`src/rtl/tdc_pkg.sv`:
```
package tdc_pkg;

    localparam int CH_W   = 4;
    localparam int XING_W = 8;
    localparam int FINE_W = 8;
    localparam int WORD_W = XING_W + CH_W + FINE_W;

    typedef struct packed {
        logic [XING_W-1:0] xing;
        logic [CH_W-1:0]   chan;
        logic [FINE_W-1:0] fine;
    } tdc_word_t;

    typedef enum logic [1:0] {
        RD_IDLE = 2'd0,
        RD_PICK = 2'd1,
        RD_SEND = 2'd2
    } rd_state_t;

endpackage

```
`src/rtl/tdc_timebase.sv`:
```
module tdc_timebase #(
    parameter int PERIOD = 132,
    parameter int FINE_W = 8,
    parameter int XING_W = 8
) (
    input  logic              clk,
    input  logic              rst,
    input  logic              strobe,
    output logic [FINE_W-1:0] fine_now,
    output logic [XING_W-1:0] xing_now
);

    localparam logic [FINE_W-1:0] LAST = FINE_W'(PERIOD - 1);

    logic [FINE_W-1:0] fine_q;
    logic [XING_W-1:0] xing_q;

    // the strobe cycle is count 0 of the new crossing
    always_ff @(posedge clk) begin
        if (rst) begin
            fine_q <= '0;
            xing_q <= '0;
        end else if (strobe) begin
            fine_q <= FINE_W'(1);
            xing_q <= xing_q + 1'b1;
        end else if (fine_q == LAST) begin
            fine_q <= '0;
        end else begin
            fine_q <= fine_q + 1'b1;
        end
    end

    assign fine_now = strobe ? '0 : fine_q;
    assign xing_now = xing_q;

endmodule

```
`src/rtl/tdc_chan_capture.sv`:
```
module tdc_chan_capture #(
    parameter int FINE_W = 8
) (
    input  logic              clk,
    input  logic              rst,
    input  logic              hit,
    input  logic              strobe,
    input  logic [FINE_W-1:0] fine_now,
    output logic              flag_o,
    output logic [FINE_W-1:0] time_o
);

    logic hit_q;
    logic edge_w;

    assign edge_w = hit & ~hit_q;

    always_ff @(posedge clk) begin
        if (rst) begin
            hit_q  <= 1'b0;
            flag_o <= 1'b0;
            time_o <= '0;
        end else begin
            hit_q <= hit;
            if (strobe) begin
                // new crossing: an edge in this very cycle is its first hit
                flag_o <= edge_w;
                if (edge_w) begin
                    time_o <= fine_now;
                end
            end else if (edge_w && !flag_o) begin
                flag_o <= 1'b1;
                time_o <= fine_now;
            end
        end
    end

endmodule

```
`src/rtl/tdc_readout.sv`:
```
module tdc_readout
    import tdc_pkg::*;
#(
    parameter int NUM_CH = 8
) (
    input  logic                          clk,
    input  logic                          rst,
    input  logic                          strobe,
    input  logic [NUM_CH-1:0]             flags_i,
    input  logic [NUM_CH-1:0][FINE_W-1:0] times_i,
    input  logic [XING_W-1:0]             xing_i,
    input  logic                          out_ready,
    output logic                          out_valid,
    output logic [WORD_W-1:0]             out_word,
    output logic                          overflow,
    output logic                          load_o
);

    localparam int IDX_W = $clog2(NUM_CH);

    rd_state_t state_q, state_d;

    logic [NUM_CH-1:0]             pend_q;
    logic [NUM_CH-1:0][FINE_W-1:0] btime_q;
    logic [XING_W-1:0]             bxing_q;
    logic [IDX_W-1:0]              cur_q;
    logic [IDX_W-1:0]              pick_idx;
    logic [NUM_CH-1:0]             cur_oh;
    logic [NUM_CH-1:0]             rest_w;
    tdc_word_t                     word_q;
    logic                          load_w;
    logic                          accept_w;

    assign load_w   = strobe && (state_q == RD_IDLE);
    assign accept_w = (state_q == RD_SEND) && out_ready;
    assign load_o   = load_w;

    // lowest pending channel wins
    always_comb begin
        pick_idx = '0;
        for (int i = NUM_CH - 1; i >= 0; i--) begin
            if (pend_q[i]) begin
                pick_idx = IDX_W'(i);
            end
        end
    end

    always_comb begin
        cur_oh         = '0;
        cur_oh[cur_q]  = 1'b1;
        rest_w         = pend_q & ~cur_oh;
    end

    // state register
    always_ff @(posedge clk) begin
        if (rst) begin
            state_q <= RD_IDLE;
        end else begin
            state_q <= state_d;
        end
    end

    always_comb begin
        state_d = state_q;
        unique case (state_q)
            RD_IDLE: if (load_w && (|flags_i)) state_d = RD_PICK;
            RD_PICK: state_d = RD_SEND;
            RD_SEND: if (out_ready) state_d = (|rest_w) ? RD_PICK : RD_IDLE;
            default: state_d = RD_IDLE;
        endcase
    end

    // outputs and buffer
    always_ff @(posedge clk) begin
        if (rst) begin
            pend_q   <= '0;
            btime_q  <= '0;
            bxing_q  <= '0;
            cur_q    <= '0;
            word_q   <= '0;
            overflow <= 1'b0;
        end else begin
            if (load_w) begin
                pend_q  <= flags_i;
                btime_q <= times_i;
                bxing_q <= xing_i;
            end else if (accept_w) begin
                pend_q <= rest_w;
            end
            if (strobe && (state_q != RD_IDLE)) begin
                overflow <= 1'b1;
            end
            if (state_q == RD_PICK) begin
                cur_q       <= pick_idx;
                word_q.xing <= bxing_q;
                word_q.chan <= CH_W'(pick_idx);
                word_q.fine <= btime_q[pick_idx];
            end
        end
    end

    assign out_valid = (state_q == RD_SEND);
    assign out_word  = word_q;

endmodule

```
`src/rtl/sparse_tdc.sv`:
```
module sparse_tdc
    import tdc_pkg::*;
#(
    parameter int NUM_CH = 8,
    parameter int PERIOD = 132
) (
    input  logic              clk,
    input  logic              rst,
    input  logic [NUM_CH-1:0] hit_in,
    input  logic              xing_strobe,
    input  logic              out_ready,
    output logic              out_valid,
    output logic [WORD_W-1:0] out_word,
    output logic              overflow
);

    logic [FINE_W-1:0]             fine_now;
    logic [XING_W-1:0]             xing_now;
    logic [NUM_CH-1:0]             flags;
    logic [NUM_CH-1:0][FINE_W-1:0] times;
    logic                          rd_load;

    tdc_timebase #(
        .PERIOD (PERIOD),
        .FINE_W (FINE_W),
        .XING_W (XING_W)
    ) u_tb (
        .clk      (clk),
        .rst      (rst),
        .strobe   (xing_strobe),
        .fine_now (fine_now),
        .xing_now (xing_now)
    );

    for (genvar g = 0; g < NUM_CH; g++) begin : g_chan
        tdc_chan_capture #(
            .FINE_W (FINE_W)
        ) u_cap (
            .clk      (clk),
            .rst      (rst),
            .hit      (hit_in[g]),
            .strobe   (xing_strobe),
            .fine_now (fine_now),
            .flag_o   (flags[g]),
            .time_o   (times[g])
        );
    end

    tdc_readout #(
        .NUM_CH (NUM_CH)
    ) u_rd (
        .clk       (clk),
        .rst       (rst),
        .strobe    (xing_strobe),
        .flags_i   (flags),
        .times_i   (times),
        .xing_i    (xing_now),
        .out_ready (out_ready),
        .out_valid (out_valid),
        .out_word  (out_word),
        .overflow  (overflow),
        .load_o    (rd_load)
    );

endmodule

```
`config.mk`:
```
export PLATFORM = sky130hd
export DESIGN_NAME = sparse_tdc
export DESIGN_NICKNAME = d
export VERILOG_FILES = /design/src/rtl/tdc_pkg.sv /design/src/rtl/tdc_timebase.sv /design/src/rtl/tdc_chan_capture.sv /design/src/rtl/tdc_readout.sv /design/src/rtl/sparse_tdc.sv
export SDC_FILE = /design/constraint.sdc
export NUM_CORES = 1
export LEC_CHECK = 0
export ABC_AREA = 1
export BUFFER_PORTS_ARGS = -buffer_cell sky130_fd_sc_hd__buf_2
export CORE_AREA = 2 2 145 147
export CTS_CLUSTER_DIAMETER = 120
export CTS_CLUSTER_SIZE = 8
export DETAILED_ROUTE_END_ITERATION = 12
export DIE_AREA = 0 0 147 149
export HOLD_SLACK_MARGIN = 0.03
export PLACE_DENSITY = 0.57
export SLEW_MARGIN = 15
export SYNTH_ARGS = -nofsm -noshare
export SYNTH_HDL_FRONTEND = slang
export SYNTH_SLANG_ARGS = --single-unit
```
`constraint.sdc`:
```
create_clock -name clk -period 2.4 [get_ports clk]
set_input_delay 0.12 -clock clk [delete_from_list [all_inputs] [get_ports clk]]
set_output_delay 0.12 -clock clk [all_outputs]
set_load 0.02 [all_outputs]
```
==> results of run 1 <==
-- registers in the layout (all words and copies together) (netlist names) --
register,count
g_chan.u_cap.flag_o,8
u_rd.out_word,16
u_rd.state_q,2
u_rd.cur_q,3
u_rd.pend_q,8
u_tb.xing_now,8
u_rd.overflow,1
g_chan.u_cap.time_o,64
u_rd.bxing_q,8
u_tb.fine_q,8
u_rd.btime_q,64
g_chan.u_cap.hit_q,8
-- logic make-up after synthesis --
family	synth area share, %
and+or+nand+nor	26.0
AOI/OAI and AO/OA	15.0
DFF	49.6
buffers and inverters	8.78
xor gates and xnor gates	0.219
adders and majority gates	0.313
other	0.0469
-- final timing paths --
kind / end / startpoint / slack, ps / cells past startpoint
max: u_rd.out_word[6] / u_rd.pend_q[6] / 480 / 14
min: u_tb.xing_now[0] / xing_strobe / 170 / 3
max reg2reg: u_rd.out_word[6] / u_rd.pend_q[6] / 480 / 14
min reg2reg: u_rd.btime_q[38] / u_rd.btime_q[38] / 460 / 2
-- synthesized netlist by cell type, types with 2 or more instances --
cell      number  area share [%]
o22ai_1        5            0.39
nand2_2        7            0.55
clkbuf_1      34             1.6
nand4_1        4            0.31
nor3_1        11            0.69
o221ai_1       3            0.33
buf_4          7            0.66
nor2_4         2            0.28
nand3_1       70             4.4
nand3b_1       7            0.66
a31oi_1        3            0.23
or2_2          2            0.16
o21ai_0       96             6.0
a21oi_1      121             7.6
nand2_4        2            0.28
ha_1           2            0.31
nand2_1      218              10
inv_2          5            0.23
buf_2          7            0.44
nand3_2        9             1.1
buf_6          4            0.56
dfxtp_1      198              50
nor2_1       154             7.2
inv_1        109             5.1
-- timing repair --
item / 4_1_cts / 5_1_grt
hold buffers: 9 / 0
buffers inserted: 0 / 0
endpoints found under the hold margin: 10 / 0
-- routing by layer --
layer	global-route usage [%]	wire length, um	part of all wire (%)	up-vias
met4	5.96	392	1.8	0
met3	3.30	862	4.0	29
li1	-	-	-	3552
met5	0	0	0	-
met1	29.3	11000	51	3251
met2	31.0	9320	43	157
-- worst min-delay path: stages --
cell	delay (ps)
buf_2	250
nor2_1	140
nor3_1	50
-- metrics by stage --
stage / hold WS (ps) / total power, W / instances
global route: 182 / 0.00840 / 1407
detailed placement: 340 / 0.00516 / 1366
floorplan: 245 / 0.00477 / 1092
finish: 173 / 0.00799 / 1407
CTS: 148 / 0.00804 / 1407
global placement: 336 / 0.00515 / 1366
-- cell type report --
| type | count | area [sq um] |
|---|---|---|
| fill | 2168 | 11500 |
| timing repair buffer | 61 | 425 |
| clock buffer | 17 | 425 |
| inverter | 116 | 438 |
| clock inverter | 15 | 165 |
| sequential | 198 | 3960 |
| tap | 275 | 344 |
| multi-input combinational | 725 | 3330 |
-- power by group through the flow --
stage | registers, W | clock network [W] | logic, W
5_1_grt | 0.00372 | 0.00310 | 0.00158
2_1_floorplan | 0.00378 | 0 | 0.000990
6_report | 0.00369 | 0.00289 | 0.00140
4_1_cts | 0.00369 | 0.00294 | 0.00141
3_3_place_gp | 0.00377 | 0 | 0.00138
3_5_place_dp | 0.00376 | 0 | 0.00139
==> summary.md, run 1 <==
| Metric | Value |
|---|---|
| Row count | `between 50 and 60` |
| Flop pwr share | `46.2%` |
| WL/cell | `15.3 um` |
| Synth async-reset ratio | `0%` |
| Crit-path max cell delay | `310 ps` |
| Post-Route Utilization | `44.2%` |
| Crit. End Element | `flip-flop` |
| Root buf cell | `clkbuf_16` |
| Comb power frac | `17.6%` |
| Max IR drop VDD | `469 uV` |
| Antenna violations before repair | `0` |
| Vias/cell | `just under 5` |
| Power density over the cells | `879 nW/um^2` |
| Die Y | `~150 um` |
| First-pass GRT wire length | `34.7 mm` |
| First-pass DRT Iterations | `5` |
| TritonCTS Sinks | `198` |
| Psw | `0.00246 W` |
| CP Cell Sequence | `inv_2, nand2_1, nand2_1, nand2_1, nand2_1, nand2_2, nand2_4, nand2_4, nand2_1, nand3_2, nand3_1, nand3_1, nand2_1, inv_1` |
| Clock Skew | `around 12 ps` |
| Post-Syn Instances | `1092` |
| RSZ-0062 raised after global routing | `false` |
| CTS buffer count | `17` |
| Critical-path top delay cell | `dfxtp_1` |
| Syn_area_per_cell | `7.32 sq um` |
| Chip width | `147 um` |
| Setup CP Type | `reg -> reg` |
| Setup ws final | `between 400 and 500 ps` |
| Vias in the first global route | `6393` |
| Flops & latches, synth | `between 150 and 200` |
| Crit share post-route | `79.9%` |
| Clk Latency, worst-skew pair | `440 ps` |
| Initial Utilization | `between 30% and 40%` |
| Internal Power | `0.00553 W` |
| Max-slew violation count | `0` |
| Synth warn | `0` |
| Most common cell after layout, fill and taps aside | `nand2_1` |
| Most frequent cells in the layout | `218 x nand2_1, 198 x dfxtp_1, 154 x nor2_1` |
| Fmax | `0.522 GHz` |
| CP arrival | `2260 ps` |
| Final setup vio count | `0` |
| CTS resizes | `0` |
| CP required | `roughly 2700 ps` |
| Syn-to-layout area delta | `13.7%` |
| Net Sw Frac | `30.8%` |
| Synth Flop Type | `dfxtp_1` |
| Placed inst area | `about 8400 sq um` |
| CORE AREA | `20600 sq um` |
| Antenna Nets Post-Route | `0` |
| # nets final | `around 1.1k` |
| Outcome | `completed` |
| Family with the most delay on the worst path | `simple AND/OR/NAND/NOR gates` |
| Clock Power Share | `36.2%` |
| CP Launch Type | `flip-flop` |
| Maximum buffer depth of the clock tree | `2` |
| Worst-path clk slew | `70 ps` |
| Post-synth EDFFs | `0` |
| Total Neg Setup Slack | `0 ps` |
| Post-DP HPWL | `14.2 mm` |
| First DRT Iteration DRCs | `508` |
| Final instance area | `9090 sq um` |
| Hold Crit Class | `in -> reg` |
| H-Tree Depth | `4` |
| Slew headroom | `31.0%` |
| GRT overflow | `0` |
| Actual slew at the worst max-slew pin | `1040 ps` |
| TritonCTS clock tree | `done` |
| Die area | `21900 sq um` |
| Placer Congestion | `roughly 0.84` |
| Final Hold Vio Count | `0` |
| Number of port buffers | `32` |
| Post-synth cell types | `36` |
| Final WL | `21.6 mm` |
| Total track usage | `between 20% and 30%` |
| DRC viols | `0` |
| Syn_nets | `1106` |
| Max-cap viol count | `0` |
| Number of diodes | `0` |
| Num ports | `34` |
| P_leak | `3.82 nW` |
| Worst slack, placed | `523 ps` |
| Crit path buf inv count | `2` |
| Most used cell, CP | `nand2_1` |
| Fraction of layout cells with a size suffix above 1 | `about 10%` |
| Final Critical Period | `1920 ps` |
| CP Max Fanout | `33` |
| Register area share after synthesis | `49.6%` |
| Largest net degree at the start of global routing | `90` |
| Mapped cell area | `8000 sq um` |
| Vias | `6989` |
(Power assumes the default switching activity.)
==> run 2: changes to the inputs <==
--- a/config.mk
+++ b/config.mk
@@ -5,15 +5,15 @@
 export SDC_FILE = /design/constraint.sdc
 export NUM_CORES = 1
 export LEC_CHECK = 0
-export ABC_AREA = 1
+export ABC_AREA = 0
 export BUFFER_PORTS_ARGS = -buffer_cell sky130_fd_sc_hd__buf_2
-export CORE_AREA = 2 2 145 147
+export CORE_AREA = 2 2 143 145
 export CTS_CLUSTER_DIAMETER = 120
 export CTS_CLUSTER_SIZE = 8
 export DETAILED_ROUTE_END_ITERATION = 12
-export DIE_AREA = 0 0 147 149
+export DIE_AREA = 0 0 145 147
 export HOLD_SLACK_MARGIN = 0.03
-export PLACE_DENSITY = 0.57
+export PLACE_DENSITY = 0.59
 export SLEW_MARGIN = 15
 export SYNTH_ARGS = -nofsm -noshare
 export SYNTH_HDL_FRONTEND = slang
==> constraint.sdc (replaced) <==
create_clock -name clk -period 1.7 [get_ports clk]
set_input_delay 0.085 -clock clk [delete_from_list [all_inputs] [get_ports clk]]
set_output_delay 0.085 -clock clk [all_outputs]
set_load 0.02 [all_outputs]
==> summary.md, run 2 <==
| Metric | Value |
|---|---|
| Outcome | `finished, violations left (was completed)` |
| Failing checks | `setup timing` |
| Synth async-reset ratio | `0% (unchanged)` |
| Post-DP HPWL | `12.8 mm (was 14.2 mm)` |
| Yosys top cell area share | `51.1% (was 49.6%)` |
| CP arrival | `2030 ps (was 2260 ps)` |
| CP Launch Type | `flip-flop (unchanged)` |
| Syn_area_per_cell | `8.61 sq um (was 7.32 sq um)` |
| # nets final | `968 (was 1133)` |
| Family with the most delay on the worst path | `compound AO/OA/AOI/OAI gates (was simple AND/OR/NAND/NOR gates)` |
| CP Cell Sequence | `and2b_2, o21ai_4, o22ai_4, buf_6, buf_6, mux2i_1, a221o_1 (was inv_2, nand2_1, nand2_1, nand2_1, nand2_1, nand2_2, nand2_4, nand2_4, nand2_1, nand3_2, nand3_1, nand3_1, nand2_1, inv_1)` |
| Antenna violations before repair | `0 (unchanged)` |
| Crit path buf inv count | `2 (unchanged)` |
| Post-synth cell types | `57 (was 36)` |
| Top-count cell post-synth | `dfxtp_1 (was nand2_1)` |
| Most common cell after layout, fill and taps aside | `dfxtp_1 (was nand2_1)` |
| Max IR drop VDD | `624 uV (was 469 uV)` |
| Internal Power | `0.00734 W (was 0.00553 W)` |
| WL/cell | `15.8 um (was 15.3 um)` |
| Net Sw Frac | `24.9% (was 30.8%)` |
| Chip width | `145 um (was 147 um)` |
| TritonCTS clock tree | `done (unchanged)` |
| Final Critical Period | `1710 ps (was 1920 ps)` |
| Synth Area in XOR/XNOR | `1.24% (was 0.219%)` |
| Syn-to-layout area delta | `20.5% (was 13.7%)` |
| Critical-path top delay cell | `dfxtp_2 (was dfxtp_1)` |
| Post-synth EDFFs | `0 (unchanged)` |
| CORE AREA | `19800 sq um (was 20600 sq um)` |
| Area contributors post-synth | `dfxtp_1 51%, nand2_1 8.5%, a21oi_1 6.5% (was dfxtp_1 50%, nand2_1 10%, a21oi_1 7.6%)` |
| Flops & latches, synth | `198 (unchanged)` |
| Antenna Nets Post-Route | `0 (unchanged)` |
| Final WL | `19.6 mm (was 21.6 mm)` |
| First-pass GRT wire length | `31.6 mm (was 34.7 mm)` |
| Max-cap viol count | `0 (unchanged)` |
| Setup CP Type | `reg -> reg (unchanged)` |
| Largest net degree at the start of global routing | `109 (was 90)` |
| Crit. End Element | `flip-flop (unchanged)` |
| Mapped cell area | `7760 sq um (was 8000 sq um)` |
| Total track usage | `18.4% (was 20.2%)` |
| H-Tree Depth | `4 (unchanged)` |
| Clock Skew | `10.1 ps (was 12.5 ps)` |
| RSZ-0062 raised after global routing | `true (was false)` |
| Most frequent cells in the layout | `193 x dfxtp_1, 173 x nand2_1, 102 x nor2_1 (was 218 x nand2_1, 198 x dfxtp_1, 154 x nor2_1)` |
| Root buf cell | `clkbuf_16 (unchanged)` |
| DRC viols | `0 (unchanged)` |
| Die area | `21300 sq um (was 21900 sq um)` |
| Register area share after synthesis | `51.1% (was 49.6%)` |
| Post-Layout Cell Count | `1237 (was 1407)` |
| Synth top cells by count | `198 x dfxtp_1, 175 x nand2_1, 103 x nor2_1, 101 x a21oi_1, 64 x a22oi_1 (was 218 x nand2_1, 198 x dfxtp_1, 154 x nor2_1, 121 x a21oi_1, 109 x inv_1)` |
| Clock Power Share | `40.6% (was 36.2%)` |
| Synth Area in Adders | `0.322% (was 0.313%)` |
| Psw | `0.00244 W (was 0.00246 W)` |
| TritonCTS Sinks | `198 (unchanged)` |
| GRT overflow | `0 (unchanged)` |
| Flop pwr share | `48.8% (was 46.2%)` |
| Initial Utilization | `39.1% (was 38.9%)` |
| Placer Congestion | `0.872 (was 0.841)` |
| Vias/cell | `5.12 (was 4.97)` |
| Largest family of logic cells by synthesized area | `simple AND/OR/NAND/NOR gates (unchanged)` |
| Final setup vio count | `3 (was 0)` |
| Simple-gate portion of the synthesized area | `21.0% (was 26.0%)` |
| Post-Syn Instances | `902 (was 1092)` |
| DP Cell Count | `1189 (was 1366)` |
| Number of port buffers | `32 (unchanged)` |
| CP required | `2020 ps (was 2740 ps)` |
| Max-slew violation count | `0 (unchanged)` |
| Vias in the first global route | `5938 (was 6393)` |
| P_leak | `3.47 nW (was 3.82 nW)` |
| Most used cell, CP | `buf_6 (was nand2_1)` |
| Fmax | `0.584 GHz (was 0.522 GHz)` |
| Number of diodes | `0 (unchanged)` |
| Row count | `52 (was 53)` |
| Vias | `6332 (was 6989)` |
| Post-Route Utilization | `47.2% (was 44.2%)` |
| Power density over the cells | `1040 nW/um^2 (was 879 nW/um^2)` |
| CP Max Fanout | `6 (was 33)` |
| Final Hold Vio Count | `0 (unchanged)` |
| Setup ws final | `-11.8 ps (was 483 ps)` |
| Area fraction in compound gates after synthesis | `16.8% (was 15.0%)` |
| Overall Power | `0.00977 W (was 0.00799 W)` |
| First DRT Iteration DRCs | `492 (was 508)` |
| Crit-path max cell delay | `370 ps (was 310 ps)` |
| Num ports | `34 (unchanged)` |
| Clk Latency, worst-skew pair | `430 ps (was 440 ps)` |
| Slew headroom | `43.3% (was 31.0%)` |
| Synth Flop Type | `dfxtp_1 (unchanged)` |
| Maximum buffer depth of the clock tree | `2 (unchanged)` |
| Synth warn | `0 (unchanged)` |
| Worst-path clk slew | `70 ps (about the same)` |
| Area leader, netlist | `dfxtp_1 (unchanged)` |
| Syn_nets | `916 (was 1106)` |
| CTS buffer count | `17 (unchanged)` |
| Mux cell area share after synthesis | `5.79% (was 0%)` |
| First-pass DRT Iterations | `5 (unchanged)` |
| Hold Crit Class | `in -> reg (unchanged)` |
| Die Y | `147 um (was 149 um)` |
| Fraction of layout cells with a size suffix above 1 | `16.2% (was 10.2%)` |
| Comb power frac | `10.6% (was 17.6%)` |
| Actual slew at the worst max-slew pin | `848 ps (was 1040 ps)` |
| Crit share post-route | `101% (was 79.9%)` |
-- run 2: cell types whose count changed after synthesis, moves of 18 or more --
cell	delta
nor2b_1	+20
nand2b_1	+27
a21oi_1	-20
o21ai_0	-86
a22oi_1	+64
clkbuf_1	+18
inv_1	-102
mux2i_1	+40
nand3_1	-65
nand2_1	-43
nor2_1	-51
-- run 2: area by class of cell --
| type | instances | area, sq um |
|---|---|---|
| inverters | 8 | 30.0 |
| fillers | 1919 | 10500 |
| flip-flops and latches | 198 | 3980 |
| well taps | 270 | 338 |
| clock buffers | 22 | 454 |
| clock inverters | 10 | 120 |
| repair buffers | 97 | 778 |
| multi-input cells | 632 | 3660 |
-- run 2: cells by family after synthesis --
logic type / after synthesis
fa+ha+maj: 2
simple gates: 367
other cells: 1
buf+inv: 72
compound gates: 207
xor+xnor: 11
mux: 44
flops: 198
-- run 2: path summary, 6_finish.rpt --
path              slack (ps)           start  depth (start not counted)          endpoint
setup / recovery         -10  u_rd.pend_q[6]                          7  u_rd.out_word[2]
hold / removal           160     xing_strobe                          3     u_rd.overflow
setup reg to reg         -10  u_rd.pend_q[6]                          7  u_rd.out_word[2]
hold reg to reg          450   u_rd.overflow                          2     u_rd.overflow
-- run 2: power groups by stage --
stage | registers, W | clock network, W | logic (W)
global route | 0.00478 | 0.00426 | 0.00111
finish | 0.00477 | 0.00397 | 0.00103
floorplan | 0.00486 | 0 | 0.000583
detailed placement | 0.00487 | 0 | 0.000918
global placement | 0.00487 | 0 | 0.000914
CTS | 0.00477 | 0.00407 | 0.000975
-- run 2: what timing repair did --
| action | CTS | global route |
|---|---|---|
| endpoints found under the setup margin | 8 | 17 |
| resized for setup | 16 | 27 |
| gates cloned | 0 | 1 |
| pin swaps | 2 | 10 |
| hold buffers | 10 | 0 |
| buffers inserted | 3 | 2 |
| endpoints found under the hold margin | 20 | 0 |
-- run 2: metrics by stage --
stage	setup TNS [ps]	area (sq um)	hold WS, ps	setup WS, ps
2_1_floorplan	-0.580	7780	213	-0.580
6_report	-29.7	9360	165	-11.8
3_3_place_gp	-335	8450	317	-77.5
3_5_place_dp	-602	8450	319	-120
5_1_grt	-389	9360	225	-78.5
4_1_cts	-15.3	9200	162	-13.0
-- run 2: routing by layer --
metal / vias to the layer above / global-route usage (%) / wire, um
li1: 3182 / - / -
met1: 2998 / 25.7 / 9550
met2: 130 / 29.1 / 9010
met3: 22 / 3.51 / 736
met4: 0 / 5.54 / 263
met5: - / 0 / 0
-- run 2: worst min-delay path: cells and delay by family --
kind / cells / cell delay (ps)
AOI/OAI and AO/OA: 2 / 200
buffers and inverters: 1 / 240
